===== config.mk =====
export PLATFORM = sky130hd
export DESIGN_NAME = pacer_timer
export DESIGN_NICKNAME = d
export VERILOG_FILES = /design/src/rtl/pacer_pkg.sv /design/src/rtl/pacer_stage.sv /design/src/rtl/pacer_regs.sv /design/src/rtl/pacer_timer.sv
export SDC_FILE = /design/constraint.sdc
export NUM_CORES = 1
export LEC_CHECK = 0
export BUFFER_PORTS_ARGS = -buffer_cell sky130_fd_sc_hd__clkbuf_2
export CORE_MARGIN = 1.5
export CORE_UTILIZATION = 45
export CTS_BUF_LIST = sky130_fd_sc_hd__clkbuf_4 sky130_fd_sc_hd__clkbuf_8
export DETAILED_ROUTE_END_ITERATION = 16
export GPL_TIMING_DRIVEN = 1
export PLACE_DENSITY_LB_ADDON = 0.08
export SYNTH_ARGS = -nofsm -noshare
export SYNTH_HDL_FRONTEND = slang
export SYNTH_SLANG_ARGS = --single-unit

===== constraint.sdc =====
create_clock -name clk -period 5.05 [get_ports clk]
set_clock_uncertainty 0.15 [all_clocks]
set_input_delay 0.7575 -clock clk [delete_from_list [all_inputs] [get_ports clk]]
set_output_delay 0.7575 -clock clk [all_outputs]
set_load 0.05 [all_outputs]

===== src/rtl/pacer_pkg.sv =====
package pacer_pkg;
  // Mode field of the control word, bits [3:1]
  localparam logic [2:0] MODE_ONESHOT = 3'b000;
  localparam logic [2:0] MODE_RATE    = 3'b010;
  // Width of the stage-select field at the top of the control word
  localparam int SEL_W = 2;
endpackage


===== src/rtl/pacer_stage.sv =====
module pacer_stage #(
  parameter int BYTE_W = 8
) (
  input  logic              clk,
  input  logic              rst,
  input  logic              cfg_wr,
  input  logic              cfg_rate,
  input  logic              data_wr,
  input  logic [BYTE_W-1:0] data,
  input  logic              adv,
  output logic              fire
);
  localparam int CNT_W  = 2 * BYTE_W;
  localparam int FULL_W = CNT_W + 1;
  localparam logic [FULL_W-1:0] ONE  = FULL_W'(1);
  localparam logic [FULL_W-1:0] TWO  = FULL_W'(2);
  localparam logic [FULL_W-1:0] WRAP = ONE << CNT_W;

  logic              rate_q, armed_q, hi_ptr_q;
  logic [BYTE_W-1:0] lo_q;
  logic [FULL_W-1:0] cnt_q, reload_q, eff_div;
  logic [CNT_W-1:0]  raw_div;

  assign raw_div = {data, lo_q};

  always_comb begin
    if (raw_div == '0)
      eff_div = WRAP;
    else if (raw_div == CNT_W'(1))
      eff_div = TWO;
    else
      eff_div = {1'b0, raw_div};
  end

  assign fire = armed_q & rate_q & adv & (cnt_q == ONE);

  always_ff @(posedge clk) begin
    if (rst) begin
      rate_q   <= 1'b0;
      armed_q  <= 1'b0;
      hi_ptr_q <= 1'b0;
      lo_q     <= '0;
      cnt_q    <= '0;
      reload_q <= '0;
    end else if (cfg_wr) begin
      rate_q   <= cfg_rate;
      armed_q  <= 1'b0;
      hi_ptr_q <= 1'b0;
    end else if (data_wr) begin
      if (!hi_ptr_q) begin
        lo_q     <= data;
        hi_ptr_q <= 1'b1;
      end else begin
        reload_q <= eff_div;
        cnt_q    <= eff_div;
        armed_q  <= 1'b1;
        hi_ptr_q <= 1'b0;
      end
    end else if (armed_q && adv) begin
      if (cnt_q == ONE) begin
        if (rate_q) cnt_q <= reload_q;
      end else begin
        cnt_q <= cnt_q - ONE;
      end
    end
  end
endmodule


===== src/rtl/pacer_regs.sv =====
module pacer_regs #(
  parameter int NSTAGE = 2,
  parameter int BYTE_W = 8,
  parameter int ADDR_W = 2
) (
  input  logic              clk,
  input  logic              rst,
  input  logic              wr_en,
  input  logic [ADDR_W-1:0] wr_addr,
  input  logic [BYTE_W-1:0] wr_data,
  output logic [NSTAGE-1:0] cfg_wr,
  output logic              cfg_rate,
  output logic [NSTAGE-1:0] data_wr,
  output logic              gate_ext_q,
  output logic              aux_int_q
);
  import pacer_pkg::*;
  localparam logic [ADDR_W-1:0] ADDR_EN   = ADDR_W'(NSTAGE);
  localparam logic [ADDR_W-1:0] ADDR_CTRL = ADDR_W'(NSTAGE + 1);

  logic [SEL_W-1:0] sel;
  assign sel      = wr_data[BYTE_W-1 -: SEL_W];
  assign cfg_rate = (wr_data[3:1] == MODE_RATE);

  for (genvar i = 0; i < NSTAGE; i++) begin : g_dec
    assign cfg_wr[i]  = wr_en && (wr_addr == ADDR_CTRL) && (sel == SEL_W'(i));
    assign data_wr[i] = wr_en && (wr_addr == ADDR_W'(i));
  end

  always_ff @(posedge clk) begin
    if (rst) begin
      gate_ext_q <= 1'b0;
      aux_int_q  <= 1'b0;
    end else if (wr_en && wr_addr == ADDR_EN) begin
      gate_ext_q <= wr_data[0];
      aux_int_q  <= wr_data[1];
    end
  end
endmodule


===== src/rtl/pacer_timer.sv =====
module pacer_timer #(
  parameter int NSTAGE = 2,
  parameter int BYTE_W = 8,
  parameter int ADDR_W = 2
) (
  input  logic              clk,
  input  logic              rst,
  input  logic              tb_ce,
  input  logic              ext_gate,
  input  logic              wr_en,
  input  logic [ADDR_W-1:0] wr_addr,
  input  logic [BYTE_W-1:0] wr_data,
  output logic              tick,
  output logic              aux_clk_int
);
  logic [NSTAGE-1:0] cfg_wr, data_wr, adv, fire;
  logic              cfg_rate, gate_ext_q, aux_int_q, tick_q;

  pacer_regs #(.NSTAGE(NSTAGE), .BYTE_W(BYTE_W), .ADDR_W(ADDR_W)) u_regs (
    .clk(clk), .rst(rst), .wr_en(wr_en), .wr_addr(wr_addr), .wr_data(wr_data),
    .cfg_wr(cfg_wr), .cfg_rate(cfg_rate), .data_wr(data_wr),
    .gate_ext_q(gate_ext_q), .aux_int_q(aux_int_q)
  );

  for (genvar i = 0; i < NSTAGE; i++) begin : g_stage
    if (i == 0) begin : g_first
      assign adv[i] = tb_ce & (~gate_ext_q | ext_gate);
    end else begin : g_next
      assign adv[i] = fire[i-1];
    end
    pacer_stage #(.BYTE_W(BYTE_W)) u_stage (
      .clk(clk), .rst(rst), .cfg_wr(cfg_wr[i]), .cfg_rate(cfg_rate),
      .data_wr(data_wr[i]), .data(wr_data), .adv(adv[i]), .fire(fire[i])
    );
  end

  always_ff @(posedge clk) begin
    if (rst) tick_q <= 1'b0;
    else     tick_q <= fire[NSTAGE-1];
  end

  assign tick        = tick_q;
  assign aux_clk_int = aux_int_q;
endmodule


==> summary.txt, run 1 <==
STA
  – Hold slack: 0.308 ns
  – Pins over their slew limit: 0
  – TNS Setup: 0 ns
  – Post-route minimum period: 3.56 ns
  – Setup Viol. Count Final: 0
  – Max-slew headroom: 14.1%
  – Tcrit/Tclk final: 70.4%
  – RSZ-0062 raised after global routing: false
  – Worst Max-Slew Pin Slew: 1.29 ns
  – Max Freq: 281 MHz
  – Fin. Hold Viols: 0

Finish
  – Final nets: 630
  – Synth-to-Final Area Change: 5.12%
  – Final-layout fill cell count: roughly 1,000
  – Layout cells sized above 1: under 10%
  – FF+latch area: 0.00186 mm^2
  – Finished Core Util: 48.7%
  – Footprint of the multi-input gates: 0.00268 mm^2
  – N_diodes: 0

Synthesis
  – Ys async rst share: 0%
  – Multiplexer share of the synthesized area: 1.25%
  – Cell variety after synth: between 50 and 60
  – Top FF cell, synth: dfxtp_1
  – Post-Syn Area per Cell: about 7.6 um^2
  – Net Count, Synth: 649
  – Synthesized area: 0.00479 mm^2
  – Post-Synth Simple-Gate Area: between 20 and 30%
  – EDFF count, synth: 0
  – Seq/Total Area, Yosys: 38.9%
  – Post-Synth XOR/XNOR Area: under 10%
  – Synth Area in Adders: under 10%
  – Largest family of logic cells by synthesized area: simple AND/OR/NAND/NOR gates
  – Post-synthesis cell count: 630
  – FF+latch count, synth: 93
  – Compound-Gate Fraction of Synth Area: 24.6%
  – Yosys Warn Count: 0

Placed design
  – RePlAce Congestion: 0.797
  – Hpwl dp: 8730 um
  – PortBufs: 16

Clock tree
  – Clock sink total: 93
  – CTS tree: built
  – H-tree Lvls: 3
  – Post-CTS Resized: 0
  – # hold bufs at CTS: 0
  – Clk slew on worst S/H paths: 0.09 ns
  – Setup bufs post-CTS: 0
  – Clk_lat worst skew: between 0.3 and 0.4 ns
  – Clock root cell: clkbuf_8
  – CTS Buffer Depth: 2
  – CTS buffer count: 9

Route
  – Routed vias/inst: 5.92
  – DRC viols: 0
  – DRT antenna net count: 0
  – Final wirelength: 13,200 um
  – Via count: 4,448
  – Drt initial violations: 296
  – TritonRoute pass-1 iters: 5
  – Drt wl/cell: 17.6 um

Min path
  – Hold path startpoint: g_stage[1].u_stage.reload_q[13]$_SDFFE_PP0P_
  – Worst min-delay path class: reg2reg

Setup path
  – CP startpoint kind: flop
  – Element type at the critical path end: flop
  – CP Max Fanout: 14
  – Critical Path Source: g_stage[0].u_stage.cnt_q[4]$_SDFFE_PP0P_
  – Crit path required time: 5.18 ns
  – Critical path class: reg2reg
  – RR Startpoint: g_stage[0].u_stage.cnt_q[4]$_SDFFE_PP0P_
  – Crit path arrival time: 3.69 ns

GRT
  – Met1 Use GR: 35.6%
  – Largest net degree at the start of global routing: 72
  – Initial antenna violation count: 0
  – Busiest grt layer: met2
  – GR Util All Layers: approximately 24%
  – Global Route met3 Usage: 3.80%
  – First-pass GRT wire length: between 20,000 and 25,000 um
  – Routing usage on met2: 37.0%
  – Number of global-route vias before repair: 4,025
  – GRT overflow: 0

Pwr
  – Total power: 1.40 mW
  – VDD IR-drop max: ~0.00025 V
  – Cell Pwr Density: 277 mW/mm^2
  – Lkg Pwr: 1.78 nW

Flow run
  – Max_cap viols: 0

Die
  – Core Area: 0.0103 mm^2
  – Die area: 0.0113 mm^2
  – Die X: around 110 um
  – Initial core utilization: 46.4%
  – Rows: 37
  – IO Pins: 17
  – Die Y: approximately 110 um

Outcome
  – Status: finished clean
cell families (layout without fill, tap and decap cells):
kind of cell,count (synthesis),after routing
compound gates,183,183
xor+xnor,18,18
fa+ha+maj,4,4
buf+inv,59,44
flops,93,93
mux,6,6
simple gates,267,267
layout make-up:
type | count | area share [%]
well taps | 136 | 3.38
clock buffers | 12 | 3.16
clock inverters | 3 | 0.423
inverters | 9 | 0.671
multi-input cells | 478 | 53.2
flip-flops and latches | 93 | 37.0
repair buffers | 20 | 2.19
stage by stage:
step	cell area [um^2]	setup WS, ns	std cells
2_1_floorplan	4790	2.24	630
3_3_place_gp	4850	1.28	736
3_5_place_dp	4850	1.24	736
4_1_cts	5030	1.49	751
5_1_grt	5030	1.32	751
6_report	5030	1.49	751
layout by cell type (no fill, tap or decap), types with 5 or more instances in the layout:
master	instances
a2bb2oi_1	5
clkbuf_2	16
or4_1	8
a31oi_1	9
nor2_1	56
a211oi_1	10
o21ai_0	30
clkbuf_8	11
o211ai_1	15
xnor2_1	12
inv_1	9
nor4_1	12
a21oi_1	79
mux2i_1	6
a211oi_2	5
nand2_1	131
xor2_1	6
nand4_1	5
nor3_1	18
nand3_1	6
dfxtp_1	93
synth_stat cells (4+ instances only):
master	instances	area (um^2)
nand3_1	6	30.0
xor2_1	6	52.6
nor2_1	56	210
o211ai_1	15	113
nor4_1	12	75.1
a21oi_1	79	395
buf_2	4	20.0
or4_1	8	60.1
o41ai_1	4	35.0
xnor2_1	12	105
nand4_1	5	31.3
o31a_1	4	35.0
nand2_1	131	492
a211oi_1	10	75.1
nor3b_1	4	30.0
inv_1	9	33.8
mux2i_1	6	60.1
a211oi_2	5	62.6
nor3_1	18	90.1
dfxtp_1	93	1860
o21ai_0	30	150
a31oi_1	9	56.3
clkbuf_1	41	154
a2bb2oi_1	5	43.8
or3b_2	4	35.0
ha_1	4	50.1
critical path: stages (launching register included):
cell	delay (ns)
dfxtp_1	0.37
or4_1	0.72
or4_4	0.54
or2_0	0.56
o31ai_4	0.73
o21ai_0	0.22
a31oi_1	0.19
where the power goes:
| group | internal, mW | switching [mW] | leakage, nW |
|---|---|---|---|
| Combinational | 0.0627 | 0.106 | 0.938 |
| Sequential | 0.744 | 0.0125 | 0.751 |
| Clock | 0.209 | 0.262 | 0.0919 |
| Total | 1.02 | 0.381 | 1.78 |
metal layers:
layer | wire length (um) | part of all wire (%)
met1 | 6560 | 50
met2 | 5870 | 45
met3 | 617 | 4.7
met4 | 142 | 1.1
met5 | 0 | 0
state kept, by name, indices dropped and copies added, names as in the netlist:
| name | cells |
|---|---|
| g_stage.u_stage.rate_q | 2 |
| g_stage.u_stage.hi_ptr_q | 2 |
| g_stage.u_stage.armed_q | 2 |
| g_stage.u_stage.lo_q | 16 |
| u_regs.gate_ext_q | 1 |
| u_regs.aux_int_q | 1 |
| tick | 1 |
| g_stage.u_stage.reload_q | 34 |
| g_stage.u_stage.cnt_q | 34 |
worst paths after layout:
kind	end	slack, ns	cells after the start
setup / recovery	g_stage[0].u_stage.cnt_q[10]$_SDFFE_PP0P_	1.49	6
hold / removal	g_stage[1].u_stage.reload_q[13]$_SDFFE_PP0P_	0.31	2
setup reg to reg	g_stage[0].u_stage.cnt_q[10]$_SDFFE_PP0P_	1.49	6
hold reg to reg	g_stage[1].u_stage.reload_q[13]$_SDFFE_PP0P_	0.31	2
Power figures use the tool's default switching activity.
==> run 2: changes to the inputs <==
==> constraint.sdc (replaced) <==
create_clock -name clk -period 3 [get_ports clk]
set_clock_uncertainty 0.15 [all_clocks]
set_input_delay 0.45 -clock clk [delete_from_list [all_inputs] [get_ports clk]]
set_output_delay 0.45 -clock clk [all_outputs]
set_load 0.05 [all_outputs]
==> run 2 against run 1 <==
  * Register-to-register slack worse by 1.3 ns
  * First-iteration DRC count is 2.0% higher
  * Hold slack lost 0.0066 ns
  * Sequential cell count did not move
  * Sequential power rose by 68%
  * Cell count rose by 3.7%
  * Clock power up 72%
  * Critical path depth shrank 1
  * Die area did not move
  * Combinational power rose by 83%
  * Power grew 71%
  * Via count rose by 2.7%
  * Largest cell class unchanged
==> summary.txt, run 2 (synthesis gave the netlist of run 1 again) <==
Clock tree
  – Clock sink total: 93
  – CTS Buffer Depth: 2
  – H-tree Lvls: 3
  – Clk_lat worst skew: 0.39 ns
  – CTS buffer count: 9
  – Clk slew on worst S/H paths: 0.09 ns
  – CTS tree: built
  – Clock root cell: clkbuf_8

Setup path
  – Element type at the critical path end: flop
  – CP startpoint kind: flop
  – RR Startpoint: g_stage[0].u_stage.cnt_q[4]$_SDFFE_PP0P_
  – Reg2Reg Depth: 5
  – Critical path cell sequence: or4_1 -> or4_4 -> or2_0 -> o31a_4 -> o221a_2
  – CP delay by family, top: simple AND/OR/NAND/NOR gates
  – R2r setup slk: around 0.21 ns
  – Crit path arrival time: 2.93 ns
  – Critical path class: reg2reg
  – Crit path required time: about 3.1 ns
  – CP max stage delay: 0.59 ns
  – CP Max Fanout: 17
  – Worst R2R End: g_stage[0].u_stage.cnt_q[1]$_SDFFE_PP0P_
  – Worst Path Buf+Inv: 0
  – CP max stage cell: or4_1

Die
  – Rows: 37
  – Die area: between 0.01 and 0.015 mm^2
  – IO Pins: 17
  – Die Y: 106 um
  – Die X: between 100 and 150 um
  – Initial core utilization: 46.4%
  – Core Area: 0.0103 mm^2

Finish
  – Finished Core Util: 50.9%
  – Final cell count without fillers: slightly below 800
  – Final nets: 657
  – Synth-to-Final Area Change: 9.85%
  – Top flop regs: g_stage.u_stage.cnt_q (34), g_stage.u_stage.reload_q (34), g_stage.u_stage.lo_q (16)
  – Layout cells sized above 1: 12.6%
  – N_diodes: 0
  – Most frequent cells in the layout: nand2_1 (131), dfxtp_1 (93), a21oi_1 (79), nor2_1 (56)
  – Commonest non-fill, non-tap cell in the layout: nand2_1

Min path
  – Hold Path Depth: 3
  – Hold path endpoint: g_stage[1].u_stage.lo_q[0]$_SDFFE_PP0P_
  – Hold path startpoint: wr_data[0]
  – Worst min-delay path class: in2reg

GRT
  – GRT overflow: 0
  – Busiest grt layer: met1
  – Met1 Use GR: 37.2%
  – GR Util All Layers: ~25%
  – Global Route met3 Usage: around 5.6%
  – Initial antenna violation count: 0
  – Number of global-route vias before repair: ~4,000
  – Largest net degree at the start of global routing: 72
  – First-pass GRT wire length: 22,000 um
  – Routing usage on met2: 36.7%

Pwr
  – Lkg Pwr: between 1.5 and 2 nW
  – Cell Pwr Density: ~450 mW/mm^2
  – VDD IR-drop max: 0.000360 V
  – Total power: 2.39 mW

Outcome
  – Status: finished clean

Placed design
  – Dpl cells: around 760
  – PortBufs: 16
  – Hpwl dp: ~9400 um
  – RePlAce Congestion: 0.873

Route
  – TritonRoute pass-1 iters: 4
  – Drt wl/cell: 17.2 um
  – Via count: 4,569
  – Routed vias/inst: between 5 and 6
  – DRC viols: 0
  – Drt initial violations: around 300
  – DRT antenna net count: 0
  – Final wirelength: 13,400 um

STA
  – Max Freq: roughly 360 MHz
  – RSZ-0062 raised after global routing: false
  – Fin. Hold Viols: 0
  – Tcrit/Tclk final: 93.1%
  – Setup Viol. Count Final: 0
  – Hold slack: 0.301 ns
  – Pins over their slew limit: 0
  – Post-route minimum period: ~2.8 ns
  – Max-slew headroom: approximately 44%
  – Worst Max-Slew Pin Slew: 0.833 ns
  – TNS Setup: 0 ns

Flow run
  – Max_cap viols: 0
## run 2: worst max path at each step
stage	end	cells after the start	from
2_1_floorplan	g_stage[0].u_stage.cnt_q[4]$_SDFFE_PP0P_	10	g_stage[0].u_stage.cnt_q[4]$_SDFFE_PP0P_
3_3_place_gp	g_stage[0].u_stage.cnt_q[1]$_SDFFE_PP0P_	5	g_stage[0].u_stage.cnt_q[4]$_SDFFE_PP0P_
3_5_place_dp	g_stage[0].u_stage.cnt_q[1]$_SDFFE_PP0P_	5	g_stage[0].u_stage.cnt_q[4]$_SDFFE_PP0P_
4_1_cts	g_stage[0].u_stage.cnt_q[1]$_SDFFE_PP0P_	5	g_stage[0].u_stage.cnt_q[4]$_SDFFE_PP0P_
5_1_grt	g_stage[1].u_stage.cnt_q[4]$_SDFFE_PP0P_	7	g_stage[1].u_stage.cnt_q[4]$_SDFFE_PP0P_
6_report	g_stage[0].u_stage.cnt_q[1]$_SDFFE_PP0P_	5	g_stage[0].u_stage.cnt_q[4]$_SDFFE_PP0P_
## run 2: worst reg2reg max path, cell delays in order (launching register included)
cell,delay [ns]
dfxtp_1,0.36
or4_1,0.59
or4_4,0.50
or2_0,0.37
o31a_4,0.43
o221a_2,0.29
## run 2: timing repair
| item | 4_1_cts | 5_1_grt |
|---|---|---|
| setup buffers | 0 | 0 |
| hold buffers | 0 | 0 |
| setup endpoints to repair | 0 | 13 |
| gates resized for setup | 0 | 2 |
## run 2: cell type report
| type | instances | area [um^2] |
|---|---|---|
| fill | 1043 | 5060 |
| clock buffer | 10 | 138 |
| multi-input combinational | 478 | 2690 |
| inverter | 9 | 33.8 |
| sequential | 93 | 1860 |
| timing repair buffer | 47 | 325 |
| clock inverter | 6 | 45.0 |
| tap | 136 | 170 |
## run 2: power breakdown
| part | switching, mW | internal, mW | leakage, nW | total (mW) |
|---|---|---|---|---|
| clock network | 0.478 | 0.330 | 0.0970 | 0.808 |
| registers | 0.0194 | 1.25 | 0.751 | 1.27 |
| logic | 0.188 | 0.121 | 1.08 | 0.309 |
## run 2: through the flow
| stage | setup WS, ns | area (um^2) |
|---|---|---|
| 6_report | 0.207 | 5260 |
| 3_5_place_dp | 0.0425 | 5070 |
| 2_1_floorplan | 0.187 | 4790 |
| 5_1_grt | 0.000396 | 5260 |
| 3_3_place_gp | 0.126 | 5070 |
| 4_1_cts | 0.0394 | 5250 |
## run 2: metal layers
layer  wire length [um]  part of all wire (%)
met1               6700                    50
met2               5740                    43
met3                817                   6.1
met4                167                   1.2
met5                  0                     0
